==> config.mk <==
export PLATFORM = sky130hd
export DESIGN_NAME = force_pingpong_store
export DESIGN_NICKNAME = d
export VERILOG_FILES = /design/src/rtl/fsb_pkg.sv /design/src/rtl/fsb_bank.sv /design/src/rtl/fsb_ctrl.sv /design/src/rtl/force_pingpong_store.sv
export SDC_FILE = /design/constraint.sdc
export NUM_CORES = 2
export LEC_CHECK = 0
export ABC_AREA = 1
export BUFFER_PORTS_ARGS = -buffer_cell sky130_fd_sc_hd__buf_4
export CAP_MARGIN = 10
export CORE_UTILIZATION = 50
export DETAILED_ROUTE_END_ITERATION = 10
export PLACE_DENSITY_LB_ADDON = 0.12
export SETUP_SLACK_MARGIN = 0.2
export SLEW_MARGIN = 30
export SYNTH_ARGS = -nofsm -noshare
export SYNTH_HDL_FRONTEND = slang
export SYNTH_HIERARCHICAL = 1
export SYNTH_SLANG_ARGS = --single-unit
==> constraint.sdc <==
create_clock -name clk -period 10.15 [get_ports clk]
set_clock_uncertainty 0.2 [all_clocks]
set_input_delay 0.5075 -clock clk [delete_from_list [all_inputs] [get_ports clk]]
set_output_delay 0.5075 -clock clk [all_outputs]
set_load 0.1 [all_outputs]
==> src/rtl/fsb_pkg.sv <==
package fsb_pkg;

  localparam int ROW_W    = 128;
  localparam int BODY_W   = 120;
  localparam int BODY_BYTES = 15;

  // Assemble bytes 0..14 of an index row
  function automatic logic [BODY_W-1:0] row_body(
    input logic [15:0] cnt,
    input logic [7:0]  bank_id,
    input logic [7:0]  gen
  );
    logic [BODY_W-1:0] b;
    b = '0;
    b[15:0]  = cnt;
    b[23:16] = bank_id;
    b[31:24] = gen;
    return b;
  endfunction

  // Byte-wise XOR fold of the row body
  function automatic logic [7:0] fold_xor(input logic [BODY_W-1:0] body);
    logic [7:0] acc;
    acc = 8'h00;
    for (int i = 0; i < BODY_BYTES; i++) begin
      acc = acc ^ body[8*i +: 8];
    end
    return acc;
  endfunction

endpackage

==> src/rtl/fsb_bank.sv <==
module fsb_bank
  import fsb_pkg::*;
#(
  parameter int DEPTH   = 16,
  parameter int WORD_W  = 32,
  parameter int BANK_ID = 0
) (
  input  logic                             clk,
  input  logic                             rst_n,
  input  logic                             clear_i,
  input  logic                             wr_i,
  input  logic [3*WORD_W-1:0]              wr_data_i,
  input  logic [$clog2(DEPTH+1)-1:0]       rd_addr_i,
  output logic [3*WORD_W-1:0]              rd_data_o,
  output logic [$clog2(DEPTH+1)-1:0]       count_o,
  output logic [ROW_W-1:0]                 row_o
);

  localparam int AW = $clog2(DEPTH);
  localparam int CW = $clog2(DEPTH+1);
  localparam int EW = 3*WORD_W;

  logic [EW-1:0] mem [DEPTH];
  logic [CW-1:0] count_q;
  logic [7:0]    gen_q;
  logic [7:0]    csum_q;

  // Next-state values for the counter and the generation
  logic [CW-1:0] cnt_nxt;
  logic [7:0]    gen_nxt;
  logic [AW-1:0] wr_slot;
  logic          touch;

  always_comb begin
    if (clear_i) begin
      cnt_nxt = wr_i ? CW'(1) : '0;
      gen_nxt = gen_q + 8'd1;
    end else begin
      cnt_nxt = count_q + CW'(1);
      gen_nxt = gen_q;
    end
  end

  assign touch   = clear_i | wr_i;
  assign wr_slot = clear_i ? '0 : count_q[AW-1:0];

  always_ff @(posedge clk) begin
    if (!rst_n) begin
      count_q <= '0;
      gen_q   <= 8'd0;
      csum_q  <= fold_xor(row_body(16'd0, 8'(BANK_ID), 8'd0));
    end else if (touch) begin
      count_q <= cnt_nxt;
      gen_q   <= gen_nxt;
      csum_q  <= fold_xor(row_body(16'(cnt_nxt), 8'(BANK_ID), gen_nxt));
    end
  end

  always_ff @(posedge clk) begin
    if (wr_i) begin
      mem[wr_slot] <= wr_data_i;
    end
  end

  assign rd_data_o = mem[rd_addr_i[AW-1:0]];
  assign count_o   = count_q;
  assign row_o     = {csum_q, row_body(16'(count_q), 8'(BANK_ID), gen_q)};

  // a plain append advances the counter by one
  p_count_step_r2: assert property (@(posedge clk) disable iff (!rst_n)
    (wr_i && !clear_i) |=> (count_o == $past(count_o) + CW'(1)));

  // checksum byte always matches the other fifteen bytes
  p_row_csum_r3: assert property (@(posedge clk) disable iff (!rst_n)
    (fold_xor(row_o[119:0]) == row_o[127:120]));

  // recycling a bank without a write empties it
  p_clear_empty_r4: assert property (@(posedge clk) disable iff (!rst_n)
    (clear_i && !wr_i) |=> (count_o == '0));

  // no append ever reaches a full bank
  p_no_write_full_r6: assert property (@(posedge clk) disable iff (!rst_n)
    (wr_i && !clear_i) |-> (count_o < CW'(DEPTH)));

endmodule

==> src/rtl/fsb_ctrl.sv <==
module fsb_ctrl (
  input  logic clk,
  input  logic rst_n,
  input  logic wr_en_i,
  input  logic swap_req_i,
  input  logic release_i,
  input  logic fill_full_i,
  output logic fill_sel_o,
  output logic tgt_sel_o,
  output logic busy_o,
  output logic ovf_o,
  output logic take_o,
  output logic wr_go_o,
  output logic swap_taken_o
);

  logic fill_sel_q;
  logic busy_q;
  logic ovf_q;
  logic taken_q;
  logic drop;

  // Swap is taken on request or on a write into a full bank
  assign take_o    = (swap_req_i | (wr_en_i & fill_full_i)) & ~busy_q;
  assign wr_go_o   = wr_en_i & (take_o | ~fill_full_i);
  assign drop      = wr_en_i & fill_full_i & ~take_o;
  assign tgt_sel_o = take_o ? ~fill_sel_q : fill_sel_q;

  always_ff @(posedge clk) begin
    if (!rst_n) begin
      fill_sel_q <= 1'b0;
      busy_q     <= 1'b0;
      ovf_q      <= 1'b0;
      taken_q    <= 1'b0;
    end else begin
      taken_q <= take_o;
      if (take_o) begin
        fill_sel_q <= ~fill_sel_q;
        busy_q     <= 1'b1;
      end else if (release_i) begin
        busy_q     <= 1'b0;
      end
      if (drop) begin
        ovf_q <= 1'b1;
      end
    end
  end

  assign fill_sel_o   = fill_sel_q;
  assign busy_o       = busy_q;
  assign ovf_o        = ovf_q;
  assign swap_taken_o = taken_q;

  // no swap while the drain bank is held
  p_swap_needs_idle_r4: assert property (@(posedge clk) disable iff (!rst_n)
    busy_o |-> !take_o);

  // a taken swap flips the roles
  p_swap_flips_r4: assert property (@(posedge clk) disable iff (!rst_n)
    take_o |=> (fill_sel_o != $past(fill_sel_o)) && busy_o && swap_taken_o);

  // overflow is sticky
  p_no_overflow_clear_r6: assert property (@(posedge clk) disable iff (!rst_n)
    ovf_o |=> ovf_o);

  // a release frees a held bank
  p_release_r8: assert property (@(posedge clk) disable iff (!rst_n)
    (busy_o && release_i) |=> !busy_o);

endmodule

==> src/rtl/force_pingpong_store.sv <==
module force_pingpong_store
  import fsb_pkg::*;
#(
  parameter int DEPTH  = 16,
  parameter int WORD_W = 32,
  localparam int CW    = $clog2(DEPTH+1)
) (
  input  logic              clk,
  input  logic              rst_n,
  input  logic              wr_en,
  input  logic [WORD_W-1:0] wr_fx,
  input  logic [WORD_W-1:0] wr_fy,
  input  logic [WORD_W-1:0] wr_fz,
  input  logic              swap_req,
  input  logic              drain_release,
  input  logic [CW-1:0]     rd_addr,
  output logic [WORD_W-1:0] rd_fx,
  output logic [WORD_W-1:0] rd_fy,
  output logic [WORD_W-1:0] rd_fz,
  output logic              fill_bank,
  output logic [CW-1:0]     fill_count,
  output logic [CW-1:0]     drain_count,
  output logic              drain_busy,
  output logic              overflow,
  output logic              swap_taken,
  output logic [127:0]      fill_index,
  output logic [127:0]      drain_index
);

  localparam int EW = 3*WORD_W;

  logic          fill_sel;
  logic          drain_sel;
  logic          tgt_sel;
  logic          take;
  logic          wr_go;
  logic          fill_full;
  logic [1:0]    bank_clr;
  logic [1:0]    bank_wr;
  logic [EW-1:0] bank_rd  [2];
  logic [CW-1:0] bank_cnt [2];
  logic [127:0]  bank_row [2];
  logic [EW-1:0] wr_word;
  logic [EW-1:0] rd_q;

  assign wr_word   = {wr_fz, wr_fy, wr_fx};
  assign drain_sel = ~fill_sel;
  assign fill_full = (bank_cnt[fill_sel] == CW'(DEPTH));

  fsb_ctrl u_ctrl (
    .clk          (clk),
    .rst_n        (rst_n),
    .wr_en_i      (wr_en),
    .swap_req_i   (swap_req),
    .release_i    (drain_release),
    .fill_full_i  (fill_full),
    .fill_sel_o   (fill_sel),
    .tgt_sel_o    (tgt_sel),
    .busy_o       (drain_busy),
    .ovf_o        (overflow),
    .take_o       (take),
    .wr_go_o      (wr_go),
    .swap_taken_o (swap_taken)
  );

  for (genvar b = 0; b < 2; b++) begin : g_bank
    assign bank_clr[b] = take & (fill_sel != 1'(b));
    assign bank_wr[b]  = wr_go & (tgt_sel == 1'(b));

    fsb_bank #(
      .DEPTH   (DEPTH),
      .WORD_W  (WORD_W),
      .BANK_ID (b)
    ) u_bank (
      .clk       (clk),
      .rst_n     (rst_n),
      .clear_i   (bank_clr[b]),
      .wr_i      (bank_wr[b]),
      .wr_data_i (wr_word),
      .rd_addr_i (rd_addr),
      .rd_data_o (bank_rd[b]),
      .count_o   (bank_cnt[b]),
      .row_o     (bank_row[b])
    );
  end

  // Drain read: registered, zero beyond the valid count
  always_ff @(posedge clk) begin
    if (!rst_n) begin
      rd_q <= '0;
    end else if (rd_addr < bank_cnt[drain_sel]) begin
      rd_q <= bank_rd[drain_sel];
    end else begin
      rd_q <= '0;
    end
  end

  assign rd_fx       = rd_q[WORD_W-1:0];
  assign rd_fy       = rd_q[2*WORD_W-1:WORD_W];
  assign rd_fz       = rd_q[3*WORD_W-1:2*WORD_W];
  assign fill_bank   = fill_sel;
  assign fill_count  = bank_cnt[fill_sel];
  assign drain_count = bank_cnt[drain_sel];
  assign fill_index  = bank_row[fill_sel];
  assign drain_index = bank_row[drain_sel];

  // out-of-range drain reads give zero
  p_rd_zero_r7: assert property (@(posedge clk) disable iff (!rst_n)
    (rd_addr >= drain_count) |=> (rd_q == '0));

  // a write into a full bank with an idle drain lands at offset 0
  p_auto_swap_r5: assert property (@(posedge clk) disable iff (!rst_n)
    (wr_en && fill_full && !drain_busy) |=> (fill_count == CW'(1)) && swap_taken);

  // a dropped write leaves the fill counter unchanged
  p_drop_keeps_r6: assert property (@(posedge clk) disable iff (!rst_n)
    (wr_en && fill_full && drain_busy) |=> (fill_count == $past(fill_count)) && overflow);

endmodule

* Word level (Yosys, flattened, before mapping) *
Memories as Yosys holds them, arrays and structs flattened.
Cells that the tools add are included.

operators by class
  add/sub/neg operators = 4
  $mul = 0
  div/mod/pow operators = 0
  $lt $le $gt $ge = 3
  eq/ne operators = 1
  shifts and indexed selects = 0
  multiplexer cells = 30
  bitwise operators = 22
  reduce and logical (&&, ||, !) cells = 2

operator list
  operator                                                       count
  128-bit 2-to-1 mux                                             6
  96-bit 2-to-1 mux                                              3
  5-bit 2-to-1 mux                                               8
  8-bit by 1-bit adder with 8-bit output, second input constant  2
  8-bit 2-to-1 mux                                               2
  5-bit by 8-bit XOR with 8-bit output                           2
  5-bit by 1-bit adder with 5-bit output, second input constant  2
  1-bit 2-to-1 mux                                               9
  1-bit AND                                                      8
  4-bit 2-to-1 mux                                               2
  1-bit inverter                                                 6
  5-bit == test, second input constant                           1
  5-bit less-than comparator                                     1
  2-bit >= comparator, second input constant                     2
  1-bit inverter with 2-bit output                               2
  1-bit OR                                                       4
  2-bit AND reduction                                            1
  2-bit nonzero test                                             1

word-level totals
  register bits = 142
  bits in latches = 0
  memory bits (writable) = 3072
  bits in read-only memories = 0
  input port bits = 106
  output and inout bits = 366
  logic and storage cells = 75
  memories kept = 2

memory list
  name                  words  width  rd ports  clocked after Yosys merged registers in  write ports  RTL line        RTL
  g_bank[0].u_bank.mem  16     96     1         0                                        1            fsb_bank.sv:23  logic [EW-1:0] mem [DEPTH];
  g_bank[1].u_bank.mem  16     96     1         0                                        1            fsb_bank.sv:23

* Logic depth before layout (Yosys ltp) *
  depth after elaboration = 15
  depth in mapped cells = 24
  depth with buffers taken out = 20

* Modules after synthesis *
Netlist, hierarchy kept.

modules (own cells, without submodules)
  module                       instances  cells each  area each (um^2)  seq. area each (um^2)
  fsb_bank (g_bank[1].u_bank)  1          5099        64770.9           46484.6
  fsb_bank (g_bank[0].u_bank)  1          5101        64386.8           46484.6
  force_pingpong_store         1          1067        6804.0            1921.8
  fsb_ctrl                     1          24          193.9             80.1

* Worst setup path after synthesis *
No wires, ideal clock.

  kind = register to register
  from = register u_ctrl.fill_sel_q (netlist: u_ctrl/fill_sel_o)
  to = memory g_bank[0].u_bank/mem[0][0] (netlist name), enable pin
  library setup time = 0.552 ns
  data arrival time = 8.875 ns
  required time = 9.398 ns
  slack = 0.524 ns
  cell stages (with the launch flop) = 19
  buffers on the path = 5
  period minus slack after synthesis = 9.626 ns
  cell sequence = dfxtp_1 buf_4 buf_4 buf_4 o21ai_0 nand2_1 nor2_1 nand2_2 nand2_4 nand2_4 inv_2 nand2_1 inv_1 clkbuf_1 buf_2 nor2_1 nor2_1 nand2_1 nor2_1

between the ends
  elaborated cells on any way between the ends = 19
  classes of those cells = eq/ne (1); mux (7); bitwise (11)

RTL lines
  what                              RTL line                    RTL
  from (decl)                       fsb_ctrl.sv:17              logic fill_sel_q;
  from (signal assigned)            fsb_ctrl.sv:38              fill_sel_q <= ~fill_sel_q;
  1-bit inverter with 2-bit output  --
  5-bit 2-to-1 mux (3 in series)    --
  via fill_count[4]                 force_pingpong_store.sv:21  output logic [CW-1:0] fill_count,
  5-bit == test                     force_pingpong_store.sv:48  assign fill_full = (bank_cnt[fill_sel] == CW'(DEPTH));
  via fill_full                     force_pingpong_store.sv:37  logic fill_full;
  1-bit AND                         fsb_ctrl.sv:24              assign take_o = (swap_req_i | (wr_en_i & fill_full_i)) & ~busy_q;
  1-bit OR                          fsb_ctrl.sv:24
  1-bit AND                         fsb_ctrl.sv:24
  via take                          force_pingpong_store.sv:35  logic take;
  1-bit AND                         force_pingpong_store.sv:67  assign bank_clr[b] = take & (fill_sel != 1'(b));
  via bank_clr[0]                   force_pingpong_store.sv:38  logic [1:0] bank_clr;
  4-bit 2-to-1 mux                  fsb_bank.sv:45              assign wr_slot = clear_i ? '0 : count_q[AW-1:0];
  to (decl)                         fsb_bank.sv:23

The timed path passes the listed nets, and every way through them passes these cells. The select of a mux whose other input is x is not followed.

* Final worst setup path *
  from = register u_ctrl.fill_sel_q (netlist: u_ctrl/fill_sel_o)
  to = memory g_bank[0].u_bank/mem[10][36] (netlist name), enable pin

between the ends
  elaborated cells on any way between the ends = 19
  classes of those cells = eq/ne (1); mux (7); bitwise (11)

RTL lines
  what                                                    RTL line
  1-bit inverter with 2-bit output (not written as such)  force_pingpong_store.sv:48
  5-bit 2-to-1 mux (not written as such) (3 in series)    force_pingpong_store.sv:48
  5-bit == test                                           force_pingpong_store.sv:48
  via fill_full                                           force_pingpong_store.sv:37
  1-bit AND                                               fsb_ctrl.sv:24
  1-bit OR                                                fsb_ctrl.sv:24
  1-bit AND                                               fsb_ctrl.sv:24
  via take                                                force_pingpong_store.sv:35
  1-bit AND                                               force_pingpong_store.sv:67
  via bank_clr[0]                                         force_pingpong_store.sv:38
  4-bit 2-to-1 mux                                        fsb_bank.sv:45

The timed path passes the listed nets, and every way through them passes these cells. The select of a mux whose other input is x is not followed.

==> run_results.csv <==
group,metric,value,unit
place,place_inst,14500,
clock_tree,clock_path_buffers,4,
worst_hold_path,hp-start,"rd_addr[3]",
power,powerDensity,198.7,nW/um2
place,port_buffers,259,
grt,grt_usage,25.19,%
synth,synth_seq_area_share,69.75,%
timing,min_period,5.771,ns
clock_tree,cts_hold_buf,102,
grt,antenna_found_initial,18,
floorplan,die_height,523.8,um
place,dp_hpwl,185500,um
timing,setup_violations,0,
place,dp_slack,4.415,ns
clock_tree,cts_setup_buffers,0,
clock_tree,cts_tree,"done",
timing,max_freq,0.1733,GHz
floorplan,die_x,523.8,um
floorplan,std_cell_rows,191,
worst_hold_path,hold_path.class,"primary input to flop",
timing,grt_setup_unrepaired,"false",
layout,mostFrequentLayoutCell,"edfxtp_1",
detailed_routing,routed-via-count,84160,
setup_path,cp.arrival,6.05,ns
clock_tree,cts_buffers,341,
layout,nNetsFinal,11500,
worst_hold_path,min_delay_worst_endpoint,"rd_q[68]",
detailed_routing,drtPass1Iterations,6,
clock_tree,cts-root-buf,"clkbuf_16",
detailed_routing,drtIter0Drc,8999,
layout,final_area,151300,um2
synth,syn_inst,11290,
setup_path,critical_path.cell_chain,"buf_4 > o21ai_0 > nand2_1 > nor2_1 > nand2_2 > nand2_4 > nand2_4 > inv_2 > nand2_1 > inv_1 > nor2_1 > nand3_1 > nor2_4 > buf_4 > buf_4",
grt,grt_pass1_vias,78510,
worst_hold_path,min_path_cells,5,
detailed_routing,wl_per_cell,23.06,um
synth,synth-seq-cells,3208,
timing,hold_viol_final,0,
clock_tree,clock_sinks,3208,
clock_tree,clk_pin_slew_worst_paths,0.06,ns
layout,final_cell_mix,"edfxtp_1, inv_1, nand2_1",
power,power_leakage,55.75,nW
setup_path,required,10.43,ns
setup_path,reg2reg_setup_slack,4.38,ns
setup_path,critPathLaunchType,"flop",
setup_path,crit_path_top_delay_cell,"buf_4",
status,status,"finished with violations",
setup_path,end_kind,"flop",
setup_path,reg2reg_depth,15,
timing,worst_slack,4.379,ns
synth,ys_types,40,
detailed_routing,wl,351300,um
grt,grt_pass1_wl,515000,um
setup_path,reg2reg_to,"g_bank[0].u_bank/mem[10][36]",
floorplan,initial_core_util,50.29,%
setup_path,slowest_delay,0.86,ns
setup_path,regToRegStartpoint,"u_ctrl/fill_sel_o",
synth,synth_enable_flop_cells,3072,
timing,finalMaxSlewViolations,212,
place,gp_congestion,0.8091,
status,failed_checks,"max-slew violations",
grt,gr-total-overflow,0,
timing,maxSlewHeadroom,-144.2,%
power,ir_drop,0.1671,mV
synth,yosysWarnings,6,
run,cap_violations,0,
synth,async_flop_share,0,%
floorplan,coreArea,270800,um2
floorplan,pin_count,472,
clock_tree,clock_latency,0.90,ns
layout,fin_cells,15240,
place,dpl-instance-area,139000,um2
floorplan,die_area,274400,um2
timing,setup_tns,0,ns
setup_path,path_class,"flop to flop",
synth,synth_flop_cell,"edfxtp_1",
detailed_routing,via_per_inst,5.523,
detailed_routing,drc_errors,0,
setup_path,crit_fanout,51,
grt,grt_max_degree,263,
clock_tree,cts_max_level,5,
layout,area_growth,11.11,%
setup_path,crit_path_frequent_cell,"buf_4",
clock_tree,ctsResizeCount,0,
synth,syn-cell-area,136200,um2
detailed_routing,drtAntennaViolNets,0,
layout,utilization,55.87,%
timing,worst_pin_slew,3.624,ns
timing,whs,0.1983,ns
power,finalPower,30.06,mW
synth,synth.avg_cell_area,12.06,um2
layout,drive_gt1_share,9.639,%
timing,period_share,56.86,%
==> sequential cells by signal (all words and copies together), names as in the netlist <==
register	cells
g_bank.u_bank/gen_q	16
u_ctrl/busy_o	1
u_ctrl/ovf_o	1
g_bank.u_bank/mem	3072
rd_q	96
u_ctrl/fill_sel_o	1
g_bank.u_bank/csum_q	10
g_bank.u_bank/count_o	10
u_ctrl/swap_taken_o	1
==> per-layer routing <==
metal | track usage [%] | share of wire, %
met5 | 0 | 0.012
met4 | 6.313 | 2.2
met3 | 4.263 | 8.2
met2 | 39.98 | 46
met1 | 36.15 | 43
==> synthesized netlist by cell type (4+ instances only) <==
cell type / n / share of area (%)
o21ai_1: 140 / 0.51
nand2_2: 4 / 0.018
ha_1: 8 / 0.074
nor2_2: 43 / 0.20
mux2i_1: 96 / 0.71
buf_1: 51 / 0.14
nand4_1: 7 / 0.032
clkbuf_1: 290 / 0.80
nand2_1: 1287 / 3.5
dfxtp_1: 136 / 2.0
nand3_1: 1173 / 4.3
nor2_1: 142 / 0.39
inv_1: 1714 / 4.7
buf_2: 164 / 0.60
o211ai_1: 608 / 3.4
or2_2: 6 / 0.028
buf_4: 298 / 1.6
edfxtp_1: 3072 / 68
o21ai_0: 914 / 3.4
a21oi_1: 797 / 2.9
o211ai_2: 160 / 1.5
buf_6: 151 / 1.2
==> report_power, final <==
| part | switching [mW] | total [mW] | leakage [nW] | internal, mW |
|---|---|---|---|---|
| combinational | 2.50 | 3.05 | 21.6 | 0.552 |
| clock | 5.05 | 12.3 | 5.35 | 7.20 |
| sequential | 0.0666 | 14.8 | 28.8 | 14.7 |
| total | 7.61 | 30.1 | 55.7 | 22.4 |
==> worst max-delay path by stage <==
stage                                  from                            to  cells past startpoint
final                     u_ctrl/fill_sel_o  g_bank[0].u_bank/mem[10][36]                     15
after floorplan           u_ctrl/fill_sel_o    g_bank[0].u_bank/mem[0][0]                     18
after global placement    u_ctrl/fill_sel_o   g_bank[0].u_bank/mem[5][84]                     15
after global routing      u_ctrl/fill_sel_o  g_bank[0].u_bank/mem[10][33]                     15
after detailed placement  u_ctrl/fill_sel_o   g_bank[0].u_bank/mem[5][88]                     15
after CTS                 u_ctrl/fill_sel_o   g_bank[0].u_bank/mem[5][80]                     15
==> layout make-up <==
| type | count | area [um2] |
|---|---|---|
| well taps | 3570 | 4467 |
| repair buffers | 498 | 4667 |
| flip-flops and latches | 3208 | 94970 |
| clock inverters | 158 | 1545 |
| clock buffers | 459 | 9398 |
| inverters | 1719 | 6487 |
| fillers | 22170 | 119500 |
| multi-input cells | 5619 | 29720 |
| diodes | 5 | 12.51 |
==> worst max-delay path: cells and delay by family (launching register included) <==
kind	cells	cell delay (ns)
compound gates	1	0.30
buf+inv	5	2.59
flops	1	0.67
simple gates	9	1.39
==> cell families after synthesis <==
kind of cell | synth area share [%]
flip-flops | 69.75
AO/OA/AOI/OAI | 11.66
adder cells (fa/ha/maj) | 0.07352
XOR/XNOR | 0.03217
multiplexers | 0.7058
other | 0.008270
buffers and inverters | 9.192
AND/OR/NAND/NOR | 8.572
Note: power is estimated with default switching activity, not from simulation.
